## src/rtl/dfc_pkg.sv

```systemverilog
package dfc_pkg;
   // width of the signed scaled difference
   function automatic int unsigned code_width(input int unsigned cnt_w, input int unsigned scale);
      return cnt_w + $clog2(scale + 1) + 1;
   endfunction

   typedef enum logic [0:0] {
      CH_POS = 1'b0,
      CH_NEG = 1'b1
   } chan_e;
endpackage

```

## src/rtl/dfc_edge_sync.sv

```systemverilog
module dfc_edge_sync #(
   parameter int unsigned STAGES = 2
) (
   input  logic clk,
   input  logic rst_n,
   input  logic async_i,
   output logic rise_o
);
   logic [STAGES-1:0] chain_q;
   logic              last_q;

   generate
      if (STAGES < 2) begin : g_bad_stages
         $error("dfc_edge_sync: STAGES must be at least 2");
      end
   endgenerate

   always_ff @(posedge clk or negedge rst_n) begin
      if (!rst_n) begin
         chain_q <= '0;
         last_q  <= 1'b0;
      end else begin
         chain_q <= {chain_q[STAGES-2:0], async_i};
         last_q  <= chain_q[STAGES-1];
      end
   end

   assign rise_o = chain_q[STAGES-1] & ~last_q;

   // a detected rise lasts a single cycle
   p_single_rise_r2: assert property (@(posedge clk) disable iff (!rst_n)
      rise_o |=> !rise_o);
endmodule

```

## src/rtl/dfc_sat_counter.sv

```systemverilog
module dfc_sat_counter #(
   parameter int unsigned CNT_W = 8
) (
   input  logic             clk,
   input  logic             rst_n,
   input  logic             restart_i,
   input  logic             inc_i,
   output logic [CNT_W-1:0] count_o,
   output logic             sat_hit_o
);
   localparam logic [CNT_W-1:0] CNT_MAX = '1;

   logic [CNT_W-1:0] cnt_q;
   logic             hit_q;
   logic             at_max;

   generate
      if (CNT_W < 2) begin : g_bad_width
         $error("dfc_sat_counter: CNT_W must be at least 2");
      end
   endgenerate

   assign at_max = (cnt_q == CNT_MAX);

   always_ff @(posedge clk or negedge rst_n) begin
      if (!rst_n) begin
         cnt_q <= '0;
         hit_q <= 1'b0;
      end else if (restart_i) begin
         // an edge on the restart cycle opens the new interval
         cnt_q <= {{(CNT_W-1){1'b0}}, inc_i};
         hit_q <= 1'b0;
      end else if (inc_i) begin
         if (at_max) hit_q <= 1'b1;
         else        cnt_q <= cnt_q + 1'b1;
      end
   end

   assign count_o   = cnt_q;
   assign sat_hit_o = hit_q;

   // outside a restart the count moves by at most one
   p_step_r2: assert property (@(posedge clk) disable iff (!rst_n)
      !restart_i |=> (cnt_q == $past(cnt_q)) || (cnt_q == $past(cnt_q) + 1'b1));
   // after a restart the count holds at most the coincident edge
   p_restart_r6: assert property (@(posedge clk) disable iff (!rst_n)
      restart_i |=> cnt_q <= {{(CNT_W-1){1'b0}}, 1'b1});
   // an overflow mark only exists on a full count
   p_hit_full_r8: assert property (@(posedge clk) disable iff (!rst_n)
      hit_q |-> at_max);
endmodule

```

## src/rtl/dfc_result_reg.sv

```systemverilog
module dfc_result_reg #(
   parameter int unsigned CNT_W = 8,
   parameter int unsigned SCALE = 1,
   parameter int unsigned OUT_W = dfc_pkg::code_width(CNT_W, SCALE)
) (
   input  logic                    clk,
   input  logic                    rst_n,
   input  logic                    load_i,
   input  logic [CNT_W-1:0]        pos_cnt_i,
   input  logic [CNT_W-1:0]        neg_cnt_i,
   input  logic                    ovf_i,
   output logic signed [OUT_W-1:0] code_o,
   output logic                    sign_o,
   output logic                    ovf_o
);
   localparam int unsigned PAD = OUT_W - CNT_W;
   localparam logic signed [OUT_W-1:0] SCALE_V = OUT_W'(SCALE);

   logic signed [OUT_W-1:0] diff_w;
   logic signed [OUT_W-1:0] scaled_w;
   logic                    neg_larger;

   generate
      if (SCALE < 1) begin : g_bad_scale
         $error("dfc_result_reg: SCALE must be at least 1");
      end
   endgenerate

   always_comb begin
      diff_w     = $signed({{PAD{1'b0}}, pos_cnt_i}) - $signed({{PAD{1'b0}}, neg_cnt_i});
      scaled_w   = diff_w * SCALE_V;
      neg_larger = (neg_cnt_i > pos_cnt_i);
   end

   always_ff @(posedge clk or negedge rst_n) begin
      if (!rst_n) begin
         code_o <= '0;
         sign_o <= 1'b0;
         ovf_o  <= 1'b0;
      end else if (load_i) begin
         code_o <= scaled_w;
         sign_o <= neg_larger;
         ovf_o  <= ovf_i;
      end
   end

   // the published result holds between loads
   p_hold_r5: assert property (@(posedge clk) disable iff (!rst_n)
      !load_i |=> $stable(code_o) && $stable(sign_o) && $stable(ovf_o));
   // the compare-based flag agrees with the sign of the arithmetic code
   p_sign_agrees_r4: assert property (@(posedge clk) disable iff (!rst_n)
      sign_o == code_o[OUT_W-1]);
endmodule

```

## src/rtl/diff_freq_to_code.sv

```systemverilog
module diff_freq_to_code #(
   parameter int unsigned CNT_W       = 8,
   parameter int unsigned SCALE       = 1,
   parameter int unsigned SYNC_STAGES = 2,
   localparam int unsigned OUT_W      = dfc_pkg::code_width(CNT_W, SCALE)
) (
   input  logic                    clk,
   input  logic                    rst_n,
   input  logic                    pos_pulse_i,
   input  logic                    neg_pulse_i,
   input  logic                    sync_i,
   output logic signed [OUT_W-1:0] code_o,
   output logic                    sign_o,
   output logic                    ovf_o
);
   localparam int unsigned NCH = 2;

   logic [NCH-1:0]   pulse_w;
   logic [NCH-1:0]   rise_w;
   logic [NCH-1:0]   hit_w;
   logic [CNT_W-1:0] cnt_w [NCH];

   assign pulse_w[dfc_pkg::CH_POS] = pos_pulse_i;
   assign pulse_w[dfc_pkg::CH_NEG] = neg_pulse_i;

   generate
      for (genvar ch = 0; ch < NCH; ch++) begin : g_chan
         dfc_edge_sync #(.STAGES(SYNC_STAGES)) u_sync (
            .clk     (clk),
            .rst_n   (rst_n),
            .async_i (pulse_w[ch]),
            .rise_o  (rise_w[ch])
         );
         dfc_sat_counter #(.CNT_W(CNT_W)) u_cnt (
            .clk       (clk),
            .rst_n     (rst_n),
            .restart_i (sync_i),
            .inc_i     (rise_w[ch]),
            .count_o   (cnt_w[ch]),
            .sat_hit_o (hit_w[ch])
         );
      end
   endgenerate

   dfc_result_reg #(.CNT_W(CNT_W), .SCALE(SCALE), .OUT_W(OUT_W)) u_res (
      .clk       (clk),
      .rst_n     (rst_n),
      .load_i    (sync_i),
      .pos_cnt_i (cnt_w[dfc_pkg::CH_POS]),
      .neg_cnt_i (cnt_w[dfc_pkg::CH_NEG]),
      .ovf_i     (|hit_w),
      .code_o    (code_o),
      .sign_o    (sign_o),
      .ovf_o     (ovf_o)
   );

   // the flag is published only with a full count behind it
   p_no_overflow_r8: assert property (@(posedge clk) disable iff (!rst_n)
      (sync_i && !(|hit_w)) |=> !ovf_o);
endmodule

```

## config.mk

```make
export PLATFORM = sky130hd
export DESIGN_NAME = diff_freq_to_code
export DESIGN_NICKNAME = d
export VERILOG_FILES = /design/src/rtl/dfc_pkg.sv /design/src/rtl/dfc_edge_sync.sv /design/src/rtl/dfc_sat_counter.sv /design/src/rtl/dfc_result_reg.sv /design/src/rtl/diff_freq_to_code.sv
export SDC_FILE = /design/constraint.sdc
export NUM_CORES = 1
export LEC_CHECK = 0
export BUFFER_PORTS_ARGS = -buffer_cell sky130_fd_sc_hd__clkbuf_2
export CAP_MARGIN = 30
export CORE_ASPECT_RATIO = 0.5
export CORE_MARGIN = 2
export CORE_UTILIZATION = 55
export DETAILED_ROUTE_END_ITERATION = 10
export PLACE_DENSITY = 0.83
export REMOVE_ABC_BUFFERS = 1
export SLEW_MARGIN = 20
export SYNTH_ARGS = -nofsm -noshare
export SYNTH_HDL_FRONTEND = slang
export SYNTH_SLANG_ARGS = --single-unit
```

## constraint.sdc

```tcl
create_clock -name clk -period 2.6 [get_ports clk]
set_clock_uncertainty 0.1 [all_clocks]
set_input_delay 0.52 -clock clk [delete_from_list [all_inputs] [get_ports clk]]
set_output_delay 0.52 -clock clk [all_outputs]
set_load 0.005 [all_outputs]
```

==> impl_metrics.py, run 1 <==
metrics = {
    "run_status": {
        "status": "finished clean",
    },
    "synthesis": {
        "ys_ff_latch": 35,
        "synth_edf_count": 0,
        "async_flop_share": 1.000,
        "synthSimpleGateAreaFrac": 0.1726,
        "yosys.area_share.xor_xnor": 0.05870,
        "syn_area_per_cell_um2": 10.00,
        "seq_area_frac_synth": 0.4892,
        "netlist_instances": 179,
        "synth_ff_type": "dfrtp_1",
        "syn_area_um2": 1790,
        "synth.distinct_cells": 39,
        "synth_compound_area_frac": 0.1314,
        "synth_top_family_by_area": "simple AND/OR/NAND/NOR gates",
        "synth_fa_ha_area_frac": 0.08106,
        "yosys_warnings": 0,
        "synth_mux_area_frac": 0.02935,
    },
    "drt": {
        "drc": 0,
        "final_antenna_net_count": 0,
        "vias": 1378,
        "vias_per_cell": 5.718,
        "wl_per_cell_um": 15.60,
        "first_pass_iters": 4,
        "wirelength_mm": 3.759,
        "drt_iter0_markers": 138,
    },
    "timing": {
        "slew_headroom": 0.6060,
        "layout_setup_ws_ns": 0.5109,
        "maxSlewViolCount": 0,
        "min_period_ns": 2.089,
        "rsz0062_at_grt": "false",
        "hold_viol": 0,
        "tightestPinTransition_ns": 0.5849,
        "finalSetupTns_ns": 0,
        "setup_viol": 0,
        "max_freq_ghz": 0.4787,
        "period_share": 0.8035,
    },
    "clocking": {
        "clkTransAtPathRegs_ns": 0.07,
        "cts_buffer_depth": 2,
        "tritoncts": "done",
        "cts_root_buf": "clkbuf_8",
        "h-tree-depth": 2,
        "cts_sinks": 35,
        "clk_latency_ns": 0.29,
        "cts-buffers-inserted": 5,
        "ctsResizeCount": 0,
    },
    "pwr": {
        "p_leak_uw": 0.0009220,
        "vdd_ir_drop_max_mv": 0.3245,
        "power_density_nw_per_um2": 591.5,
    },
    "place": {
        "port_buffers": 16,
        "hpwl_mm": 2.560,
        "dp_slack_ns": 0.5462,
        "post_dp_cell_area_um2": 1906,
        "gp_congestion": 0.8398,
    },
    "worst_setup_path": {
        "cp_slowest_stage_delay_ns": 0.44,
        "cp_cell_sequence": "ha_1 -> fa_1 -> nor2b_1 -> o31a_1 -> o31a_1 -> a211oi_1 -> a21o_1",
        "slowest_stage": "dfrtp_1",
        "worstPathRequired_ns": 2.68,
        "crit_path_start_kind": "flip-flop",
        "cp_common_cell": "o31a_1",
        "critPathCaptureType": "flip-flop",
        "rr_worst_depth": 7,
        "crit_type": "flip-flop to flip-flop",
        "rrSetupSlack_ns": 0.51,
        "arrival_ns": 2.17,
        "reg2reg_from": "g_chan[1].u_cnt.count_o[0]$_DFFE_PN0P_",
        "path_max_fanout": 5,
        "path_buf_inv": 0,
        "path_delay_family": "adder cells",
        "reg2reg_to": "u_res.code_o[6]$_DFFE_PN0P_",
    },
    "final_layout": {
        "final_area_um2": 2017,
        "nNetsFinal": 216,
        "fillerInstances": 241,
        "diodes": 0,
        "multiInputGateArea_um2": 847.1,
        "seq_area_um2": 875.8,
        "drive_above_1_share": 0.1443,
        "area_delta_synth_final_pct": 12.65,
    },
    "die": {
        "fp-row-count": 14,
        "die_w_um": 84.69,
        "ioPinCount": 17,
        "die-area_um2": 3756,
        "dieHeight_um": 44.35,
        "start_util": 0.5874,
        "coreArea_um2": 3048,
    },
    "min_path": {
        "hold_depth": 1,
        "min_to": "g_chan[1].u_sync.chain_q[0]$_DFF_PN0_",
        "min_from": "neg_pulse_i",
        "holdCritPathClass": "input port to flip-flop",
    },
    "grt": {
        "first_global_vias": 1320,
        "grt_pass1_wl_mm": 6.285,
        "grt_max_degree": 36,
        "grt-ovfl-total": 0,
        "antenna_found_initial": 0,
        "grt_util_all_layers": 0.2275,
    },
    "run": {
        "drv_cap": 0,
    },
}
-- how the worst max path moves through the flow --
stage / from / endpoint / depth (start not counted)
after floorplan: g_chan[1].u_cnt.count_o[2]$_DFFE_PN0P_ / u_res.code_o[6]$_DFFE_PN0P_ / 7
after global placement: g_chan[1].u_cnt.count_o[2]$_DFFE_PN0P_ / u_res.code_o[7]$_DFFE_PN0P_ / 7
after detailed placement: g_chan[1].u_cnt.count_o[0]$_DFFE_PN0P_ / u_res.code_o[6]$_DFFE_PN0P_ / 7
after CTS: g_chan[1].u_cnt.count_o[0]$_DFFE_PN0P_ / u_res.code_o[6]$_DFFE_PN0P_ / 7
after global routing: g_chan[1].u_cnt.count_o[3]$_DFFE_PN0P_ / u_res.code_o[7]$_DFFE_PN0P_ / 7
final: g_chan[1].u_cnt.count_o[0]$_DFFE_PN0P_ / u_res.code_o[6]$_DFFE_PN0P_ / 7
-- cell usage in the layout (no fill, tap or decap), drive strengths merged, types with 2 or more instances in the layout --
| cell | Yosys | layout |
|---|---|---|
| clkbuf | 4 | 23 |
| o21ai | 12 | 12 |
| o21a | 2 | 2 |
| a21oi | 7 | 7 |
| inv | 11 | 11 |
| o211ai | 3 | 3 |
| nor3 | 4 | 4 |
| nor2b | 3 | 3 |
| dfrtp | 35 | 35 |
| buf | 1 | 2 |
| xnor2 | 10 | 10 |
| xor2 | 2 | 2 |
| a211oi | 3 | 3 |
| nor2 | 26 | 26 |
| nand3 | 4 | 4 |
| a21o | 2 | 2 |
| ha | 10 | 10 |
| o31ai | 2 | 2 |
| o31a | 2 | 2 |
| mux2i | 3 | 3 |
| nand4 | 4 | 4 |
| clkinv | 1 | 2 |
| nand2b | 4 | 4 |
| mux2 | 2 | 2 |
| nand2 | 9 | 9 |
-- worst reg2reg max path, delay by kind of cell, from the launching register on --
family,cells,cell delay (ns)
adder cells (fa/ha/maj),2,0.67
AND/OR/NAND/NOR,1,0.17
flip-flops,1,0.44
AO/OA/AOI/OAI,4,0.60
-- per-layer routing --
metal | GRT usage | routed length [µm]
met2 | 0.3528 | 1777
met4 | 0.1492 | 115
met1 | 0.2888 | 1673
met3 | 0.06343 | 192
met5 | 0 | 0
-- flip-flops by register name, indices dropped and copies added (netlist names) --
signal                  count
g_chan.u_cnt.count_o       16
g_chan.u_cnt.sat_hit_o      2
g_chan.u_sync.chain_q       4
g_chan.u_sync.last_q        2
u_res.code_o                9
u_res.ovf_o                 1
u_res.sign_o                1
-- metrics by stage --
| step | utilization | power (µW) | hold WS, ns | std cells |
|---|---|---|---|---|
| CTS | 0.6519 | 1197 | 0.2268 | 239 |
| floorplan | - | 729.0 | 0.1244 | 174 |
| finish | 0.6617 | 1193 | 0.2307 | 241 |
| global placement | 0.6252 | 804.7 | 0.2317 | 231 |
| global route | 0.6617 | 1249 | 0.2337 | 241 |
| detailed placement | 0.6252 | 819.0 | 0.2393 | 231 |
-- logic make-up (layout without fill, tap and decap cells) --
| logic type | Yosys count | count (layout) |
|---|---|---|
| multiplexers | 5 | 5 |
| adder cells (fa/ha/maj) | 11 | 11 |
| buffers and inverters | 17 | 39 |
| XOR/XNOR | 12 | 12 |
| AND/OR/NAND/NOR | 62 | 62 |
| flip-flops | 35 | 35 |
| AO/OA/AOI/OAI | 37 | 37 |
-- cell usage after synthesis, types with 2 or more instances --
library cell | number | area share
a21o_1 | 2 | 0.0084
nand2b_1 | 4 | 0.014
nand4_1 | 4 | 0.014
nand3_1 | 4 | 0.011
a21oi_1 | 7 | 0.020
o31a_1 | 2 | 0.0098
ha_1 | 10 | 0.070
clkbuf_1 | 4 | 0.0084
o21a_1 | 2 | 0.0084
nor3_1 | 4 | 0.011
xor2_1 | 2 | 0.0098
nand2_1 | 9 | 0.019
nor2b_1 | 2 | 0.0070
mux2_2 | 2 | 0.013
dfrtp_1 | 35 | 0.49
xnor2_1 | 10 | 0.049
mux2i_1 | 3 | 0.017
o31ai_1 | 2 | 0.0084
nor2_1 | 26 | 0.055
o21ai_0 | 12 | 0.034
inv_1 | 11 | 0.023
o211ai_1 | 3 | 0.013
a211oi_1 | 3 | 0.013
-- final cells by class --
cell class,count,share of cell area
repair buffers,19,0.05831
multi-input cells,127,0.4200
clock inverters,1,0.002481
inverters,12,0.02233
flip-flops and latches,35,0.4342
well taps,40,0.02481
clock buffers,7,0.03784
-- what timing repair did --
action                    CTS  global route
hold endpoints to repair    0             6
hold buffers                0             1
buffers inserted            0             0
-- power by group --
part | switching [µW] | internal, µW
clock | 192 | 188
sequential | 31.1 | 593
combinational | 99.3 | 90.6
Power figures use the tool's default switching activity.
==> inputs of run 2 (changes only) <==
==> constraint.sdc (replaced) <==
create_clock -name clk -period 2.2 [get_ports clk]
set_clock_uncertainty 0.1 [all_clocks]
set_input_delay 0.44 -clock clk [delete_from_list [all_inputs] [get_ports clk]]
set_output_delay 0.44 -clock clk [all_outputs]
set_load 0.005 [all_outputs]
==> run 2 against run 1 <==
Utilization is 0.33 points lower. Total power is 19% higher. Critical path depth stayed put. Wire length is 2.2% lower. Hold slack worse by 0.16 ns. Register-to-register slack worse by 0.39 ns. Critical path type unchanged. Critical endpoint unchanged. Largest power group unchanged.
==> impl_metrics.py, run 2 (synthesized netlist as in run 1, its figures left out) <==
metrics = {
    "run_status": {
        "status": "finished clean",
    },
    "pwr": {
        "pwr-share-clk": 0.323,
        "switching_share": 0.2784,
        "vdd_ir_drop_max_mv": 0.4972,
        "seqPwrFrac": 0.518,
        "power_frac_comb": 0.159,
        "power_uw": 1421,
        "p_int_uw": 1026,
        "p_leak_uw": 0.0009255,
        "power_density_nw_per_um2": 708.2,
        "p_switching_uw": 395.8,
    },
    "final_layout": {
        "largest_reg_flops": 16,
        "most-common-layout-cells": "dfrtp_1, nor2_1, clkbuf_2",
        "diodes": 0,
        "drive_above_1_share": 0.1692,
        "nNetsFinal": 216,
        "area_delta_synth_final_pct": 12.09,
        "layout_commonest_cell": "dfrtp_1",
    },
    "clocking": {
        "cts-buffers-inserted": 5,
        "h-tree-depth": 2,
        "clk_latency_ns": 0.30,
        "cts_sinks": 35,
        "cts_root_buf": "clkbuf_8",
        "cts_buffer_depth": 2,
        "clkTransAtPathRegs_ns": 0.08,
        "tritoncts": "done",
    },
    "grt": {
        "first_global_vias": 1346,
        "grt-busiest-layer": "met2",
        "use_met3": 0.06157,
        "antenna_found_initial": 0,
        "grt.met1_usage": 0.3168,
        "grt_pass1_wl_mm": 6.548,
        "grt-ovfl-total": 0,
        "grt_util_all_layers": 0.2372,
        "grt_max_degree": 36,
        "grt_use_met2": 0.3717,
    },
    "worst_setup_path": {
        "slowest_stage": "dfrtp_1",
        "rrSetupSlack_ns": 0.12,
        "arrival_ns": 2.17,
        "reg2reg_from": "g_chan[1].u_cnt.count_o[0]$_DFFE_PN0P_",
        "path_delay_family": "adder cells",
        "path_buf_inv": 0,
        "cp_cell_sequence": "ha_1 -> fa_1 -> nor2b_2 -> o31a_1 -> o31a_1 -> a211oi_1 -> a21o_1",
        "critPathCaptureType": "flip-flop",
        "path_max_fanout": 5,
        "rr_worst_depth": 7,
        "crit_type": "flip-flop to flip-flop",
        "cp_common_cell": "o31a_1",
        "crit_path_start_kind": "flip-flop",
        "cp_slowest_stage_delay_ns": 0.43,
        "worstPathRequired_ns": 2.29,
        "reg2reg_to": "u_res.code_o[6]$_DFFE_PN0P_",
    },
    "place": {
        "gp_congestion": 0.8438,
        "port_buffers": 16,
        "hpwl_mm": 2.564,
    },
    "timing": {
        "rsz0062_at_grt": "false",
        "period_share": 0.9456,
        "maxSlewViolCount": 0,
        "min_period_ns": 2.080,
        "tightestPinTransition_ns": 0.6710,
        "max_freq_ghz": 0.4807,
        "finalSetupTns_ns": 0,
        "slew_headroom": 0.5479,
        "hold_viol": 0,
        "setup_viol": 0,
    },
    "drt": {
        "first_pass_iters": 4,
        "drc": 0,
        "wl_per_cell_um": 15.26,
        "vias": 1362,
        "drt_iter0_markers": 95,
        "final_antenna_net_count": 0,
        "vias_per_cell": 5.651,
        "wirelength_mm": 3.678,
    },
    "die": {
        "coreArea_um2": 3048,
        "fp-row-count": 14,
        "start_util": 0.5874,
        "die_w_um": 84.69,
        "dieHeight_um": 44.35,
        "die-area_um2": 3756,
        "ioPinCount": 17,
    },
    "run": {
        "drv_cap": 0,
    },
    "min_path": {
        "holdCritPathClass": "input port to asynchronous set/reset pin",
    },
}
[run 2: final cells by class]
type,instances,area (µm²)
fill,236,1041
sequential,35,875.8
multi-input combinational,127,849.6
timing repair buffer,19,102.6
clock buffer,5,68.82
tap,40,50.05
inverter,12,45.04
clock inverter,3,15.01
[run 2: worst reg2reg max path: stages, from the launching register on]
cell and delay [ns]:
dfrtp_1 0.43, ha_1 0.25, fa_1 0.43, nor2b_2 0.16
o31a_1 0.22, o31a_1 0.17, a211oi_1 0.06, a21o_1 0.16
[run 2: repair_timing]
item                       4_1_cts  5_1_grt
buffers inserted                 0        1
resized for setup                0        2
setup endpoints to repair        0        1
hold buffers                     0        0
[run 2: per-stage QoR]
step	worst slack [ns]	util	cell area (µm²)	std cells	hold WS, ns
floorplan	0.3398	-	1768	174	0.04441
global placement	0.2539	0.6277	1913	232	0.2324
detailed placement	0.1378	0.6277	1913	232	0.2505
CTS	0.1149	0.6552	1997	240	0.08570
global route	0.009945	0.6585	2007	241	0.1149
finish	0.1196	0.6585	2007	241	0.07188
[run 2: power by group through the flow]
stage | clock, µW | sequential [µW] | combinational [µW]
floorplan | 0 | 749 | 113
global placement | 0 | 744 | 209
detailed placement | 0 | 749 | 220
CTS | 460 | 736 | 221
global route | 495 | 746 | 259
finish | 460 | 736 | 226
[run 2: routing by layer]
| metal | vias up | wire length [µm] |
|---|---|---|
| met4 | 0 | 69 |
| li1 | 659 | - |
| met5 | - | 0 |
| met1 | 654 | 1743 |
| met3 | 9 | 198 |
| met2 | 40 | 1667 |
[run 2: how the worst max path moves through the flow]
stage                                                 startpoint                           to  slack [ns]  cells past startpoint
after detailed placement  g_chan[1].u_cnt.count_o[0]$_DFFE_PN0P_  u_res.code_o[6]$_DFFE_PN0P_        0.14                      7
after global routing      g_chan[1].u_cnt.count_o[3]$_DFFE_PN0P_  u_res.code_o[7]$_DFFE_PN0P_        0.01                      7
after global placement    g_chan[1].u_cnt.count_o[2]$_DFFE_PN0P_  u_res.code_o[7]$_DFFE_PN0P_        0.25                      7
after floorplan           g_chan[1].u_cnt.count_o[2]$_DFFE_PN0P_  u_res.code_o[6]$_DFFE_PN0P_        0.34                      7
final                     g_chan[1].u_cnt.count_o[0]$_DFFE_PN0P_  u_res.code_o[6]$_DFFE_PN0P_        0.12                      7
after CTS                 g_chan[1].u_cnt.count_o[0]$_DFFE_PN0P_  u_res.code_o[6]$_DFFE_PN0P_        0.11                      7
